==> src/rtl/dual_systimer_pkg.sv <==
package dual_systimer_pkg;

    localparam int N_TMR  = 2;
    localparam int ADDR_W = 3;

    typedef enum logic [ADDR_W-1:0] {
        SEL_LOAD0 = 3'd0,
        SEL_CNT0  = 3'd1,
        SEL_CTRL0 = 3'd2,
        SEL_LOAD1 = 3'd3,
        SEL_CNT1  = 3'd4,
        SEL_CTRL1 = 3'd5,
        SEL_STAT  = 3'd6,
        SEL_MODE  = 3'd7
    } reg_sel_e;

    // bit 0 run, bit 1 one-shot, bit 2 irq enable
    typedef struct packed {
        logic irq_en;
        logic one_shot;
        logic run;
    } tmr_ctrl_t;

    localparam int CTRL_W = $bits(tmr_ctrl_t);

    // per-slice action for one clock edge
    typedef struct packed {
        logic dec;
        logic reload;
        logic expire;
        logic stop;
    } tmr_step_t;

    // decoded view of a slice, fed back to the sequencer
    typedef struct packed {
        logic zero;
        logic one;
        logic load_zero;
    } tmr_view_t;

    function automatic reg_sel_e load_sel(input int idx);
        return (idx == 0) ? SEL_LOAD0 : SEL_LOAD1;
    endfunction

    function automatic reg_sel_e cnt_sel(input int idx);
        return (idx == 0) ? SEL_CNT0 : SEL_CNT1;
    endfunction

    function automatic reg_sel_e ctrl_sel(input int idx);
        return (idx == 0) ? SEL_CTRL0 : SEL_CTRL1;
    endfunction

endpackage

==> src/rtl/dual_systimer_slice.sv <==
module dual_systimer_slice
    import dual_systimer_pkg::*;
#(
    parameter int CNT_W = 32
) (
    input  logic             clk,
    input  logic             rst,
    input  tmr_step_t        step_i,
    input  logic             set_i,
    input  logic [CNT_W-1:0] set_val_i,
    input  logic [CNT_W-1:0] load_val_i,
    output logic [CNT_W-1:0] cnt_o,
    output tmr_view_t        view_o
);

    logic [CNT_W-1:0] cnt_q;

    always_ff @(posedge clk) begin
        if (rst) begin
            cnt_q <= '0;
        end else if (set_i) begin
            cnt_q <= set_val_i;
        end else if (step_i.reload) begin
            cnt_q <= load_val_i;
        end else if (step_i.dec) begin
            cnt_q <= cnt_q - CNT_W'(1);
        end
    end

    assign cnt_o            = cnt_q;
    assign view_o.zero      = (cnt_q == '0);
    assign view_o.one       = (cnt_q == CNT_W'(1));
    assign view_o.load_zero = (load_val_i == '0);

    // one step down per enabled tick
    a_r2_dec_one: assert property (@(posedge clk) disable iff (rst)
        step_i.dec && !step_i.reload && !set_i |=> cnt_q == $past(cnt_q) - CNT_W'(1));

    // reload takes the load value
    a_r4_reload_value: assert property (@(posedge clk) disable iff (rst)
        step_i.reload && !set_i |=> cnt_q == $past(load_val_i));

    // no action means no change
    a_r2_idle_hold: assert property (@(posedge clk) disable iff (rst)
        !step_i.dec && !step_i.reload && !set_i |=> $stable(cnt_q));

endmodule

==> src/rtl/dual_systimer_step.sv <==
module dual_systimer_step
    import dual_systimer_pkg::*;
(
    input  logic                  tick_i,
    input  logic                  chain_i,
    input  logic [N_TMR-1:0]      run_i,
    input  logic [N_TMR-1:0]      one_shot_i,
    input  tmr_view_t [N_TMR-1:0] view_i,
    output tmr_step_t [N_TMR-1:0] step_o
);

    logic [N_TMR-1:0] act;
    logic             join_zero;
    logic             join_one;
    logic             join_load_zero;

    assign act            = {N_TMR{tick_i}} & run_i;
    assign join_zero      = view_i[0].zero & view_i[1].zero;
    assign join_one       = view_i[0].one & view_i[1].zero;
    assign join_load_zero = view_i[0].load_zero & view_i[1].load_zero;

    always_comb begin
        step_o = '0;
        if (!chain_i) begin
            for (int i = 0; i < N_TMR; i++) begin
                if (view_i[i].zero) begin
                    step_o[i].reload = act[i] & ~one_shot_i[i];
                    step_o[i].expire = act[i] & ~one_shot_i[i] & view_i[i].load_zero;
                    step_o[i].stop   = act[i] & one_shot_i[i];
                end else begin
                    step_o[i].dec    = act[i];
                    step_o[i].expire = act[i] & view_i[i].one;
                    step_o[i].stop   = act[i] & view_i[i].one & one_shot_i[i];
                end
            end
        end else begin
            if (join_zero) begin
                step_o[0].reload = act[0] & ~one_shot_i[0];
                step_o[1].reload = act[0] & ~one_shot_i[0];
                step_o[0].expire = act[0] & ~one_shot_i[0] & join_load_zero;
                step_o[0].stop   = act[0] & one_shot_i[0];
            end else begin
                step_o[0].dec    = act[0];
                step_o[1].dec    = act[0] & view_i[0].zero;
                step_o[0].expire = act[0] & join_one;
                step_o[0].stop   = act[0] & join_one & one_shot_i[0];
            end
        end
    end

endmodule

==> src/rtl/dual_systimer_regs.sv <==
module dual_systimer_regs
    import dual_systimer_pkg::*;
#(
    parameter int CNT_W = 32
) (
    input  logic                         clk,
    input  logic                         rst,
    input  logic                         wr_en_i,
    input  logic [ADDR_W-1:0]            addr_i,
    input  logic [CNT_W-1:0]             wdata_i,
    input  logic [N_TMR-1:0]             hw_set_i,
    input  logic [N_TMR-1:0]             hw_stop_i,
    output logic [N_TMR-1:0][CNT_W-1:0]  load_o,
    output tmr_ctrl_t [N_TMR-1:0]        ctrl_o,
    output logic [N_TMR-1:0]             flag_o,
    output logic                         chain_o
);

    reg_sel_e         sel;
    logic [N_TMR-1:0] clr_req;

    assign sel     = reg_sel_e'(addr_i);
    assign clr_req = (wr_en_i && sel == SEL_STAT) ? wdata_i[N_TMR-1:0] : '0;

    always_ff @(posedge clk) begin
        if (rst) begin
            load_o  <= '0;
            ctrl_o  <= '0;
            flag_o  <= '0;
            chain_o <= 1'b0;
        end else begin
            for (int i = 0; i < N_TMR; i++) begin
                if (wr_en_i && sel == load_sel(i)) begin
                    load_o[i] <= wdata_i;
                end
                if (wr_en_i && sel == ctrl_sel(i)) begin
                    ctrl_o[i] <= tmr_ctrl_t'(wdata_i[CTRL_W-1:0]);
                end else if (hw_stop_i[i]) begin
                    ctrl_o[i].run <= 1'b0;
                end
            end
            flag_o <= (flag_o & ~clr_req) | hw_set_i;
            if (wr_en_i && sel == SEL_MODE) begin
                chain_o <= wdata_i[0];
            end
        end
    end

    for (genvar g = 0; g < N_TMR; g++) begin : g_flag_chk
        // an expiry always lands in the status flag
        a_r3_flag_set: assert property (@(posedge clk) disable iff (rst)
            hw_set_i[g] |=> flag_o[g]);
        // write-one clears when hardware is not setting
        a_r7_w1c_clear: assert property (@(posedge clk) disable iff (rst)
            clr_req[g] && !hw_set_i[g] |=> !flag_o[g]);
    end

endmodule

==> src/rtl/dual_systimer.sv <==
module dual_systimer
    import dual_systimer_pkg::*;
#(
    parameter int CNT_W = 32
) (
    input  logic              clk,
    input  logic              rst,
    input  logic              tick_i,
    input  logic              wr_en_i,
    input  logic [ADDR_W-1:0] addr_i,
    input  logic [CNT_W-1:0]  wdata_i,
    output logic [CNT_W-1:0]  rdata_o,
    output logic [N_TMR-1:0]  irq_o
);

    reg_sel_e                    sel;
    logic [N_TMR-1:0][CNT_W-1:0] load_val;
    logic [N_TMR-1:0][CNT_W-1:0] cnt_val;
    tmr_ctrl_t [N_TMR-1:0]       ctrl;
    logic [N_TMR-1:0]            flag;
    logic                        chain;
    tmr_view_t [N_TMR-1:0]       view;
    tmr_step_t [N_TMR-1:0]       step;
    logic [N_TMR-1:0]            hw_set;
    logic [N_TMR-1:0]            hw_stop;
    logic [N_TMR-1:0]            run_vec;
    logic [N_TMR-1:0]            os_vec;
    logic [N_TMR-1:0]            gate_run;
    logic [N_TMR-1:0]            cnt_wr;

    assign sel = reg_sel_e'(addr_i);

    dual_systimer_regs #(.CNT_W(CNT_W)) u_regs (
        .clk       (clk),
        .rst       (rst),
        .wr_en_i   (wr_en_i),
        .addr_i    (addr_i),
        .wdata_i   (wdata_i),
        .hw_set_i  (hw_set),
        .hw_stop_i (hw_stop),
        .load_o    (load_val),
        .ctrl_o    (ctrl),
        .flag_o    (flag),
        .chain_o   (chain)
    );

    dual_systimer_step u_step (
        .tick_i     (tick_i),
        .chain_i    (chain),
        .run_i      (run_vec),
        .one_shot_i (os_vec),
        .view_i     (view),
        .step_o     (step)
    );

    for (genvar g = 0; g < N_TMR; g++) begin : g_slice
        assign run_vec[g] = ctrl[g].run;
        assign os_vec[g]  = ctrl[g].one_shot;
        assign hw_set[g]  = step[g].expire;
        assign hw_stop[g] = step[g].stop;
        // in chained mode counter 0 decides whether both words are idle
        assign gate_run[g] = (chain && g != 0) ? ctrl[0].run : ctrl[g].run;
        assign cnt_wr[g]   = wr_en_i && (sel == load_sel(g)) && !gate_run[g];

        dual_systimer_slice #(.CNT_W(CNT_W)) u_slice (
            .clk        (clk),
            .rst        (rst),
            .step_i     (step[g]),
            .set_i      (cnt_wr[g]),
            .set_val_i  (wdata_i),
            .load_val_i (load_val[g]),
            .cnt_o      (cnt_val[g]),
            .view_o     (view[g])
        );
    end

    always_comb begin
        rdata_o = '0;
        case (sel)
            SEL_LOAD0: rdata_o = load_val[0];
            SEL_CNT0:  rdata_o = cnt_val[0];
            SEL_CTRL0: rdata_o = CNT_W'(ctrl[0]);
            SEL_LOAD1: rdata_o = load_val[1];
            SEL_CNT1:  rdata_o = cnt_val[1];
            SEL_CTRL1: rdata_o = CNT_W'(ctrl[1]);
            SEL_STAT:  rdata_o = CNT_W'(flag);
            SEL_MODE:  rdata_o = CNT_W'(chain);
            default:   rdata_o = '0;
        endcase
    end

    assign irq_o[0] = flag[0] & ctrl[0].irq_en;
    assign irq_o[1] = flag[1] & ctrl[1].irq_en & ~chain;

    // a one-shot counter stops on its expiring tick
    a_r5_oneshot_stop: assert property (@(posedge clk) disable iff (rst)
        !chain && tick_i && ctrl[0].run && ctrl[0].one_shot && cnt_val[0] == CNT_W'(1)
        && !(wr_en_i && sel == SEL_CTRL0) |=> !ctrl[0].run);

    // low-word wrap borrows from the high word
    a_r9_carry: assert property (@(posedge clk) disable iff (rst)
        chain && tick_i && ctrl[0].run && cnt_val[0] == '0 && cnt_val[1] != '0
        |=> cnt_val[1] == $past(cnt_val[1]) - CNT_W'(1) && cnt_val[0] == '1);

    // chained mode never raises the high-word flag
    a_r10_no_high_flag: assert property (@(posedge clk) disable iff (rst)
        chain && !flag[1] && !(wr_en_i && sel == SEL_MODE) |=> !flag[1]);

endmodule

==> config.mk <==
export PLATFORM = sky130hd
export DESIGN_NAME = dual_systimer
export DESIGN_NICKNAME = d
export VERILOG_FILES = /design/src/rtl/dual_systimer_pkg.sv /design/src/rtl/dual_systimer_slice.sv /design/src/rtl/dual_systimer_step.sv /design/src/rtl/dual_systimer_regs.sv /design/src/rtl/dual_systimer.sv
export SDC_FILE = /design/constraint.sdc
export NUM_CORES = 1
export LEC_CHECK = 0
export ABC_CLOCK_PERIOD_IN_PS = 3850
export BUFFER_PORTS_ARGS = -buffer_cell sky130_fd_sc_hd__clkbuf_2
export CAP_MARGIN = 20
export CORE_MARGIN = 2
export CORE_UTILIZATION = 39
export CTS_CLUSTER_DIAMETER = 150
export DETAILED_ROUTE_END_ITERATION = 8
export GPL_TIMING_DRIVEN = 0
export HOLD_SLACK_MARGIN = 0.06
export PLACE_DENSITY_LB_ADDON = 0.25
export SLEW_MARGIN = 30
export SYNTH_ARGS = -nofsm -noshare
export SYNTH_HDL_FRONTEND = slang
export SYNTH_SLANG_ARGS = --single-unit
==> constraint.sdc <==
create_clock -name clk -period 3.85 [get_ports clk]
set_input_delay 0 -clock clk [delete_from_list [all_inputs] [get_ports clk]]
set_output_delay 0 -clock clk [all_outputs]
set_load 0.005 [all_outputs]
==> results.env, run 1 <==
RUN_STATUS='finished clean'
DETAILEDPLACEMENTHPWL_UM=30400
LAYOUT_SETUP_WS_NS=0.277
HOLD_START='addr_i[0]'
DPL-INSTANCE-AREA_UM2=9850
PORTION_OF_SYNTHESIZED_CELL_AREA_OCCUPIED_BY_THE_LEADING_CELL_TYPE=0.301
WL_PER_CELL_UM=23.1
WORSTPATHMAXFANOUT=10
SYNTH.DISTINCT_CELLS=61
CRITICAL_PATH_DEPTH=9
NETS=1466
DIE_W_UM=157
REGISTER_AREA_SHARE_AFTER_SYNTHESIS=0.301
GRT_START_MAX_NET_PINS=17
REG2REG_FROM='g_slice[1].u_slice.cnt_o[8]'
FINAL.PERIOD_UTILIZATION=0.928
NETLIST_INSTANCES=1298
RSZ0062_AT_GRT='no'
MAX_CAP_VIOL_COUNT=0
CRITPATHSLOWESTCELL='or4_1'
IOPINCOUNT=73
GP_CONGESTION=1.04
CLKSINKCOUNT=137
YOSYS-TOP-CELLS-AREA='dfxtp_1 (30%), a21oi_1 (8.9%), a211oi_1 (7.1%), nand2_1 (6.9%), nor2_1 (6.4%)'
PRE_CTS_WS_NS=0.251
FIRST_GLOBAL_VIAS=10200
ASYNC_SR_FLOP_FRACTION=0
AREA_GROWTH_PCT=19.0
ROWS=55
TRITONCTS='yes'
POWER.IR.VDD_WORST_mV=0.351
CRIT_PATH_CELL_TRACE='clkbuf_1, nor4_2, nand2_1, or4_1, buf_4, a21oi_1, clkbuf_1, nand3_1, a311oi_1'
CP_COMMON_CELL='clkbuf_1'
TIMING.CLOCK.SKEW_NS=0.0109
DESIGN.DIE.AREA_UM2=24600
MAX_CLOCK_FREQ_MHz=280
MAX_SLEW_MARGIN=0.395
TIMING.HOLD.WORST.CLASS='in2reg'
R2R.WORST_PATH.CELLS=9
YOSYS.CELL_COUNT.TOP_TYPE='nand2_1'
SETUP_TNS_NS=0
NUMBER_OF_ANTENNA_VIOLATIONS_AT_THE_FIRST_CHECK_IN_GLOBAL_ROUTING=0
GR-USAGE-ALL-LAYERS=0.329
IO_BUFFER_COUNT=69
POST_CTS_BUFFERS=0
DRT-INITIAL-DRC-COUNT=1293
PERIOD_MINUS_SLACK_NS=3.57
REPORT.FINAL.HOLD_VIOL_COUNT=0
CTS_BUF_COUNT=17
LONGEST_CLK_PATH_BUFS=2
CRITICAL_PATH.STARTPOINT_TYPE='flop'
TIMING.FINAL.MAX_SLEW_VIOLATIONS=0
CTS_MAX_LEVEL=4
POWER_LEAKAGE_nW=3.86
DESIGN.CORE.AREA_UM2=22800
SYNTH_AREA_PER_INST_UM2=7.02
TIMING.CRITICAL_PATH.BUF_INV=3
CPLARGESTDELAYFAMILY='simple AND/OR/NAND/NOR gates'
POST-ROUTE-CELL-AREA_UM2=10800
REQUIRED_NS=4.20
RR_ENDPOINT='g_slice[1].u_slice.cnt_o[29]'
CRITICAL_PATH_CLASS='reg2reg'
DRTPASS1ITERATIONS=6
FILL_CELLS=2374
SYNTH_COMMON_CELLS='nand2_1 (168), a21oi_1 (162), nor2_1 (155)'
SYNTH_ENABLE_FLOP_CELLS=0
FINALWIRELENGTH_UM=40400
ROUTED-VIA-COUNT=10800
ROUTE.ANTENNA.REMAINING_NETS=0
GLOBALROUTEOVERFLOWTOTAL=0
YS_FF_LATCH=137
DRIVE_GT1_FRAC=0.0934
DRT-VIAS-PER-INSTANCE=6.21
SYNTH_LARGEST_AREA_CELL='dfxtp_1'
WORSTHOLDENDPOINT='u_regs.ctrl_o[0]'
WORSTHOLDPATHCELLS=4
DOMINANTREGCELLSYNTH='dfxtp_1'
FIRST_PASS_GRT_WIRE_LENGTH_UM=61200
INITIAL_UTILIZATION=0.400
REG_TO_REG_SLACK_SETUP_NS=0.28
DRC=0
DIEHEIGHT_UM=157
CLK_ROOT_BUFFER_CELL='clkbuf_16'
POST_SYN_NETS=1343
YS.WARNINGS.COUNT=0
ANTENNA_CELLS_INSERTED=0
WORST_PIN_SLEW_NS=0.907
WORST_SKEW_PAIR.LATE_LATENCY_NS=0.44
PWR_DENSITY_CELL_nW_PER_UM2=669
WORST_PATH_LARGEST_CELL_DELAY_NS=0.59
WORSTSETUPENDPOINTTYPE='flop'
SETUP_VIOL_COUNT_FINAL=0
CELL_AREA_SYNTH_UM2=9110
CLK_PIN_SLEW_NS=0.07
REPORT.POWER.TOTAL_mW=7.25
CRITPATHARRIVALTIME_NS=3.92
==> worst register-to-register path, stage by stage, from the launching register on <==
cell,delay [ns]
dfxtp_1,0.30
clkbuf_1,0.21
nor4_2,0.44
nand2_1,0.37
or4_1,0.59
buf_4,0.17
a21oi_1,0.50
clkbuf_1,0.46
nand3_1,0.16
a311oi_1,0.28
==> registers in the layout (all words and copies together) (netlist names) <==
signal                 cells
g_slice.u_slice.cnt_o     64
u_regs.chain_o             1
u_regs.ctrl_o              6
u_regs.flag_o              2
u_regs.load_o             64
==> per-stage QoR <==
step | hold WS (ns) | std cells | util
after floorplan | 0.136 | 1298 | -
after global placement | 0.313 | 1680 | 0.432
after detailed placement | 0.310 | 1680 | 0.432
after CTS | 0.180 | 1747 | 0.474
after global routing | 0.228 | 1747 | 0.476
final | 0.196 | 1747 | 0.476
==> per-layer routing <==
metal,global-route usage,up-vias,part of all wire
met1,0.434,5104,0.40
met4,0.146,0,0.042
met3,0.0695,114,0.11
met2,0.518,650,0.45
li1,-,4977,-
met5,0,-,0
==> logic make-up after synthesis <==
| kind of cell | share of synthesized area |
|---|---|
| and+or+nand+nor | 0.284 |
| DFF | 0.301 |
| xor gates and xnor gates | 0.0442 |
| AOI/OAI and AO/OA | 0.270 |
| muxes | 0.0245 |
| adders and majority gates | 0.00824 |
| buffers and inverters | 0.0684 |
==> timing repair <==
action / CTS / global route
endpoints found under the setup margin: 0 / 32
hold buffers: 35 / 0
resized for setup: 0 / 2
endpoints found under the hold margin: 100 / 0
==> power by group <==
group          internal [mW]  switching, mW
logic                   1.42           2.20
clock network           1.02          0.710
registers               1.60          0.297
==> layout make-up <==
class	instances	area, µm²	area share
Tap cell	313	392	0.0361
Clock buffer	18	429	0.0396
Inverter	40	150	0.0139
Multi-Input combinational cell	1002	5780	0.534
Clock inverter	14	174	0.0160
Buffer	119	473	0.0436
Sequential cell	137	2740	0.253
Timing Repair Buffer	104	696	0.0642
==> placed cells by master, fill, tap and decap left out, drive strengths merged, types with 4 or more instances in the layout <==
cell type and instances:
nor2 156, and2 7, o32a 4, o21ai 30, mux2i 20, dlygate4sd3 35
nor4 48, nand3 84, xor2 17, and3 4, a21oi 162, clkinv 5
inv 42, nand4 17, clkinvlp 4, or3 12, o211ai 4, nand2 168
clkbuf 187, buf 19, dfxtp 137, nor3 21, ha 6, a211oi 86
or4 11, o21bai 13, o31ai 6, nor3b 4, xnor2 29, a311oi 41
a31oi 6
==> how the worst max path moves through the flow <==
stage                                            start                            to  slack [ns]
after floorplan           g_slice[0].u_slice.cnt_o[17]   g_slice[0].u_slice.cnt_o[9]        1.11
after global placement    g_slice[0].u_slice.cnt_o[17]  g_slice[0].u_slice.cnt_o[23]        0.25
after detailed placement  g_slice[0].u_slice.cnt_o[17]  g_slice[1].u_slice.cnt_o[22]        0.25
after CTS                 g_slice[0].u_slice.cnt_o[17]  g_slice[1].u_slice.cnt_o[22]        0.22
after global routing       g_slice[1].u_slice.cnt_o[8]  g_slice[1].u_slice.cnt_o[20]        0.11
final                      g_slice[1].u_slice.cnt_o[8]  g_slice[1].u_slice.cnt_o[29]        0.28
No activity file was read; power rests on OpenSTA's default activity.
==> inputs of run 2 (changes only) <==
Settings changed: RECOVER_POWER set to 100.
==> results.env, run 2 (synthesis results as in run 1) <==
FIRST_GLOBAL_VIAS=10200  # unchanged
ANTENNA_CELLS_INSERTED=0  # unchanged
MAX_CLOCK_FREQ_MHz=272  # was 280 MHz
REQUIRED_NS=4.20  # about the same
SETUP.WORST_PATH.END='g_slice[0].u_slice.cnt_o[15]'  # was g_slice[1].u_slice.cnt_o[29]
POWER.IR.VDD_WORST_mV=0.350  # was 0.351 mV
GR-USAGE-ALL-LAYERS=0.329  # unchanged
REG_TO_REG_SLACK_SETUP_NS=0.18  # was 0.28 ns
WORST_SETUP_PATH_STARTPOINT='g_slice[0].u_slice.cnt_o[17]'  # was g_slice[1].u_slice.cnt_o[8]
DRT-INITIAL-DRC-COUNT=1280  # was 1,293
FINAL.PERIOD_UTILIZATION=0.955  # was 0.928
WORST_PIN_SLEW_NS=1.07  # was 0.907 ns
TIMING.CLOCK.SKEW_NS=0.0106  # was 0.0109 ns
CTS_BUF_COUNT=17  # unchanged
RSZ0062_AT_GRT='no'  # unchanged
TRITONCTS='yes'  # unchanged
REPORT.FINAL.HOLD_VIOL_COUNT=0  # unchanged
GLOBALROUTEOVERFLOWTOTAL=0  # unchanged
DRC=0  # unchanged
PWR_DENSITY_CELL_nW_PER_UM2=669  # about the same
REG2REG_FROM='g_slice[0].u_slice.cnt_o[17]'  # was g_slice[1].u_slice.cnt_o[8]
RR_ENDPOINT='g_slice[0].u_slice.cnt_o[15]'  # was g_slice[1].u_slice.cnt_o[29]
CLK_PIN_SLEW_NS=0.07  # about the same
ROUTE.ANTENNA.REMAINING_NETS=0  # unchanged
WHS_NS=0.223  # was 0.196 ns
CLK_ROOT_BUFFER_CELL='clkbuf_16'  # unchanged
DETAILEDPLACEMENTHPWL_UM=30400  # unchanged
CRITICAL_PATH_CLASS='reg2reg'  # unchanged
GP_CONGESTION=1.04  # unchanged
WL_PER_CELL_UM=23.1  # about the same
FIRST_PASS_GRT_WIRE_LENGTH_UM=61200  # unchanged
CRITPATHARRIVALTIME_NS=4.02  # was 3.92 ns
DRTPASS1ITERATIONS=8  # was 6
MULTI_INPUT_AREA_UM2=5780  # about the same
DIEHEIGHT_UM=157  # unchanged
AREA_GROWTH_PCT=18.7  # was 19.0%
DRT-VIAS-PER-INSTANCE=6.15  # was 6.21
TIMING.FINAL.MAX_SLEW_VIOLATIONS=0  # unchanged
CTS_MAX_LEVEL=4  # unchanged
TIMING.HOLD.WORST.CLASS='in2reg'  # unchanged
POST-ROUTE-CELL-AREA_UM2=10800  # about the same
DESIGN.DIE.AREA_UM2=24600  # unchanged
DRIVE_GT1_FRAC=0.0795  # was 0.0934
DESIGN.CORE.AREA_UM2=22800  # unchanged
NETS=1466  # unchanged
WORSTSETUPENDPOINTTYPE='flop'  # unchanged
INITIAL_UTILIZATION=0.400  # unchanged
MOSTFREQUENTLAYOUTCELLS='nand2_1 (168), a21oi_1 (162), nor2_1 (156)'  # was nand2_1 (168), a21oi_1 (162), nor2_1 (155)
MAX_CAP_VIOL_COUNT=0  # unchanged
IOPINCOUNT=73  # unchanged
FINALWIRELENGTH_UM=40300  # was 40,400 µm
POWER_LEAKAGE_nW=3.80  # was 3.86 nW
DPL-INSTANCE-AREA_UM2=9850  # unchanged
CLKSINKCOUNT=137  # unchanged
FILL_CELLS=2393  # was 2,374
DIE_W_UM=157  # unchanged
IO_BUFFER_COUNT=69  # unchanged
SETUP_TNS_NS=0  # unchanged
LAYOUT_SETUP_WS_NS=0.175  # was 0.277 ns
CRITICAL_PATH.STARTPOINT_TYPE='flop'  # unchanged
WORST_SKEW_PAIR.LATE_LATENCY_NS=0.44  # about the same
R2R.WORST_PATH.CELLS=8  # was 9
PRE_CTS_WS_NS=0.251  # unchanged
WORSTHOLDPATHCELLS=3  # was 4
LAYOUT_COMMONEST_CELL='nand2_1'  # unchanged
SETUP_VIOL_COUNT_FINAL=0  # unchanged
RUN_STATUS='finished clean'  # unchanged
ROWS=55  # unchanged
LONGEST_CLK_PATH_BUFS=2  # unchanged
LAYOUT.AREA.SEQ_UM2=2740  # unchanged
ROUTED-VIA-COUNT=10700  # was 10,800
WORSTPATHMAXFANOUT=10  # unchanged
GRT_START_MAX_NET_PINS=17  # unchanged
MAX_SLEW_MARGIN=0.278  # was 0.395
NUMBER_OF_ANTENNA_VIOLATIONS_AT_THE_FIRST_CHECK_IN_GLOBAL_ROUTING=0  # unchanged
PERIOD_MINUS_SLACK_NS=3.67  # was 3.57 ns
-- run 2: changes by cell type in the layout (fill, tap and decap cells not counted) --
cell,before,now
and2_0,0,1
and2_1,7,6
buf_2,9,4
clkbuf_1,101,119
clkbuf_2,69,56
nor2_1,155,156
nor2_2,1,0
nor4b_1,1,2
nor4b_2,1,0
-- run 2: how the worst min path moves through the flow --
stage	start	to	slack, ns
floorplan	wdata_i[12]	u_regs.load_o[12]	0.14
detailed placement	wdata_i[28]	u_regs.load_o[28]	0.31
global placement	wdata_i[27]	u_regs.load_o[59]	0.31
CTS	rst	g_slice[0].u_slice.cnt_o[2]	0.18
global route	rst	g_slice[0].u_slice.cnt_o[12]	0.23
finish	rst	g_slice[0].u_slice.cnt_o[2]	0.22
-- run 2: where the power goes --
part           internal (mW)  switching (mW)
Sequential              1.60           0.297
Clock                   1.02           0.709
Combinational           1.42            2.18
Total                   4.04            3.19
-- run 2: area by class of cell --
type | instances | share of cell area
flip-flops and latches | 137 | 0.254
repair buffers | 104 | 0.0625
multi-input cells | 1002 | 0.534
plain buffers | 119 | 0.0435
well taps | 313 | 0.0362
inverters | 40 | 0.0139
clock inverters | 14 | 0.0161
clock buffers | 18 | 0.0397
-- run 2: critical path, stage by stage, from the launching register on --
cell	delay, ns
dfxtp_1	0.29
buf_2	0.15
or4_1	0.60
nor3_2	0.51
nand4_1	0.46
nor2_1	0.71
clkbuf_2	0.39
a31oi_1	0.14
a311oi_1	0.29
-- run 2: through the flow --
stage / std cells / utilization / total power [mW]
5_1_grt: 1747 / 0.475 / 7.65
2_1_floorplan: 1298 / - / 4.42
6_report: 1747 / 0.475 / 7.23
3_5_place_dp: 1680 / 0.432 / 5.34
3_3_place_gp: 1680 / 0.432 / 5.30
4_1_cts: 1747 / 0.474 / 7.10
-- run 2: timing repair --
action                     CTS  global route
setup endpoints to repair    0            32
resized for setup            0             2
buffers inserted             0             0
hold endpoints to repair   100             0
hold buffers                35             0
-- run 2: routing by layer --
layer  part of all wire  wire length (µm)  track usage
met4              0.045              1790        0.146
met2               0.45             18000        0.518
met1               0.40             16300        0.434
met5                  0                 0            0
met3               0.11              4240       0.0695
==> inputs of run 3 (changes only) <==
Settings changed: CORE_UTILIZATION 39 to 61.
==> results.env, run 3 (synthesis results as in run 1) <==
NETS=1467  # was 1,466
HOLD_START='rst'  # unchanged
LAYOUT_SETUP_WS_NS=0.191  # was 0.175 ns
GR-USAGE-ALL-LAYERS=0.471  # was 0.329
ROUTE.ANTENNA.REMAINING_NETS=0  # unchanged
CRITICAL_PATH.STARTPOINT_TYPE='flop'  # unchanged
DIE_W_UM=126  # was 157 µm
AREA_GROWTH_PCT=17.2  # was 18.7%
DETAILEDPLACEMENTHPWL_UM=28300  # was 30,400 µm
DRIVE_GT1_FRAC=0.0878  # was 0.0795
WORST_SETUP_PATH_STARTPOINT='g_slice[0].u_slice.cnt_o[17]'  # unchanged
LONGEST_CLK_PATH_BUFS=2  # unchanged
SHARE_CLK_OF_TOTAL_POWER=0.232  # was 0.239
R2R.WORST_PATH.CELLS=8  # unchanged
INITIAL_UTILIZATION=0.627  # was 0.400
LAYOUT_COMMONEST_CELL='nand2_1'  # unchanged
REPORT.FINAL.HOLD_VIOL_COUNT=0  # unchanged
MAX_CAP_VIOL_COUNT=0  # unchanged
TIMING.HOLD.WORST.CLASS='in2reg'  # unchanged
MAX_CLOCK_FREQ_MHz=273  # was 272 MHz
ROUTED-VIA-COUNT=11200  # was 10,700
TIMING.FINAL.MAX_SLEW_VIOLATIONS=0  # unchanged
DIEHEIGHT_UM=126  # was 157 µm
CLK_ROOT_BUFFER_CELL='clkbuf_16'  # unchanged
ROWS=44  # was 55
DRTPASS1ITERATIONS=6  # was 8
SEQUENTIALPOWERSHARE=0.263  # was 0.262
PERIOD_MINUS_SLACK_NS=3.66  # was 3.67 ns
DRC=0  # unchanged
RR_ENDPOINT='g_slice[0].u_slice.cnt_o[23]'  # was g_slice[0].u_slice.cnt_o[15]
COMBINATIONALPOWERSHARE=0.504  # was 0.498
WORSTHOLDPATHCELLS=3  # unchanged
GRT_UTIL_MET3=0.168  # was 0.0695
GLOBAL_ROUTE.PEAK_USAGE_LAYER='met2'  # unchanged
FINAL.PERIOD_UTILIZATION=0.950  # was 0.955
WORSTPATHMAXFANOUT=10  # unchanged
CRITICAL_PATH_CLASS='reg2reg'  # unchanged
SETUP_TNS_NS=0  # unchanged
DRT-VIAS-PER-INSTANCE=6.91  # was 6.15
CLKSINKCOUNT=137  # unchanged
REG_TO_REG_SLACK_SETUP_NS=0.19  # was 0.18 ns
FIRST_PASS_GRT_WIRE_LENGTH_UM=58100  # was 61,200 µm
IO_BUFFER_COUNT=69  # unchanged
GP_CONGESTION=1.04  # about the same
IOPINCOUNT=73  # unchanged
FIRST_GLOBAL_VIAS=10500  # was 10,200
REQUIRED_NS=4.18  # was 4.20 ns
GRT.MET1_USAGE=0.590  # was 0.434
CLK_PIN_SLEW_NS=0.06  # was 0.07 ns
USE_MET2=0.719  # was 0.518
POWER.IR.VDD_WORST_mV=0.417  # was 0.350 mV
WORSTSETUPENDPOINTTYPE='flop'  # unchanged
POWER.SHARE.SWITCHING=0.449  # was 0.441
POWER.SWITCHING_mW=3.27  # was 3.19 mW
POWER_LEAKAGE_nW=3.85  # was 3.80 nW
TIMING.CLOCK.SKEW_NS=0.00781  # was 0.0106 ns
CTS_BUF_COUNT=17  # unchanged
GRT_START_MAX_NET_PINS=17  # unchanged
FINALWIRELENGTH_UM=38800  # was 40,300 µm
WORSTHOLDENDPOINT='g_slice[0].u_slice.cnt_o[8]'  # was g_slice[0].u_slice.cnt_o[2]
WL_PER_CELL_UM=24.0  # was 23.1 µm
WORST_SKEW_PAIR.LATE_LATENCY_NS=0.44  # about the same
PWR_DENSITY_CELL_nW_PER_UM2=682  # was 669 nW/µm²
DRT-INITIAL-DRC-COUNT=1895  # was 1,280
SETUP_VIOL_COUNT_FINAL=0  # unchanged
MOSTFREQUENTLAYOUTCELLS='nand2_1 (168), a21oi_1 (162), nor2_1 (156)'  # unchanged
CRITPATHARRIVALTIME_NS=3.99  # was 4.02 ns
DESIGN.CORE.AREA_UM2=14500  # was 22,800 µm²
NUMBER_OF_ANTENNA_VIOLATIONS_AT_THE_FIRST_CHECK_IN_GLOBAL_ROUTING=0  # unchanged
RUN_STATUS='finished clean'  # unchanged
DESIGN.DIE.AREA_UM2=15900  # was 24,600 µm²
GLOBALROUTEOVERFLOWTOTAL=0  # unchanged
FINAL_CORE_UTILIZATION=0.735  # was 0.475
RSZ0062_AT_GRT='no'  # unchanged
REG2REG_FROM='g_slice[0].u_slice.cnt_o[17]'  # unchanged
POWER_REPORT.INTERNAL_TOTAL_mW=4.01  # was 4.04 mW
CTS_MAX_LEVEL=4  # unchanged
TRITONCTS='yes'  # unchanged
PRE_CTS_WS_NS=0.231  # was 0.251 ns
WORST_PIN_SLEW_NS=0.953  # was 1.07 ns
MAX_SLEW_MARGIN=0.356  # was 0.278
-- run 3: worst max-delay path: stages (launching register included) --
cell and delay [ns]:
dfxtp_1 0.30, clkbuf_1 0.18, or4_1 0.63, nor3_2 0.54, nand4_1 0.45, nor2_1 0.65
buf_2 0.38, nand3_1 0.11, a211oi_1 0.30
-- run 3: worst max path at each step --
stage / to / slack (ns) / cells after the start
floorplan: g_slice[0].u_slice.cnt_o[9] / 1.11 / 10
global placement: g_slice[1].u_slice.cnt_o[10] / 0.28 / 8
detailed placement: g_slice[1].u_slice.cnt_o[11] / 0.23 / 8
CTS: g_slice[0].u_slice.cnt_o[2] / 0.21 / 9
global route: g_slice[0].u_slice.cnt_o[28] / 0.05 / 8
finish: g_slice[0].u_slice.cnt_o[23] / 0.19 / 8
-- run 3: power by group through the flow --
| stage | registers [mW] | logic, mW | clock network, mW |
|---|---|---|---|
| 6_report | 1.92 | 3.67 | 1.69 |
| 5_1_grt | 1.92 | 3.94 | 1.73 |
| 4_1_cts | 1.88 | 3.51 | 1.67 |
| 3_5_place_dp | 1.91 | 3.42 | 0 |
| 3_3_place_gp | 1.90 | 3.34 | 0 |
| 2_1_floorplan | 1.79 | 2.63 | 0 |
-- run 3: area by class of cell --
type	count	area, µm²
multi-input cells	1002	5780
fillers	1193	3860
flip-flops and latches	137	2740
repair buffers	105	702
plain buffers	119	469
clock buffers	18	439
well taps	184	230
clock inverters	14	161
inverters	40	150
diodes	1	2.50
-- run 3: routing by layer --
layer	share of wire	wire length (µm)
met1	0.37	14300
met2	0.43	16800
met3	0.14	5580
met4	0.055	2140
met5	0	0
-- run 3: metrics by stage --
step                power [mW]  std cells  hold slack, ns  instance area (µm²)
floorplan                 4.42       1298           0.136                 9110
global placement          5.24       1551           0.309                 9680
detailed placement        5.33       1551           0.312                 9690
CTS                       7.05       1619           0.186                10600
global route              7.59       1619           0.236                10700
finish                    7.28       1620           0.200                10700
-- run 3: timing repair --
item | 4_1_cts | 5_1_grt
setup endpoints to repair | 0 | 28
hold buffers | 36 | 0
resized for setup | 0 | 3
buffers inserted | 0 | 0
endpoints found under the hold margin | 100 | 0
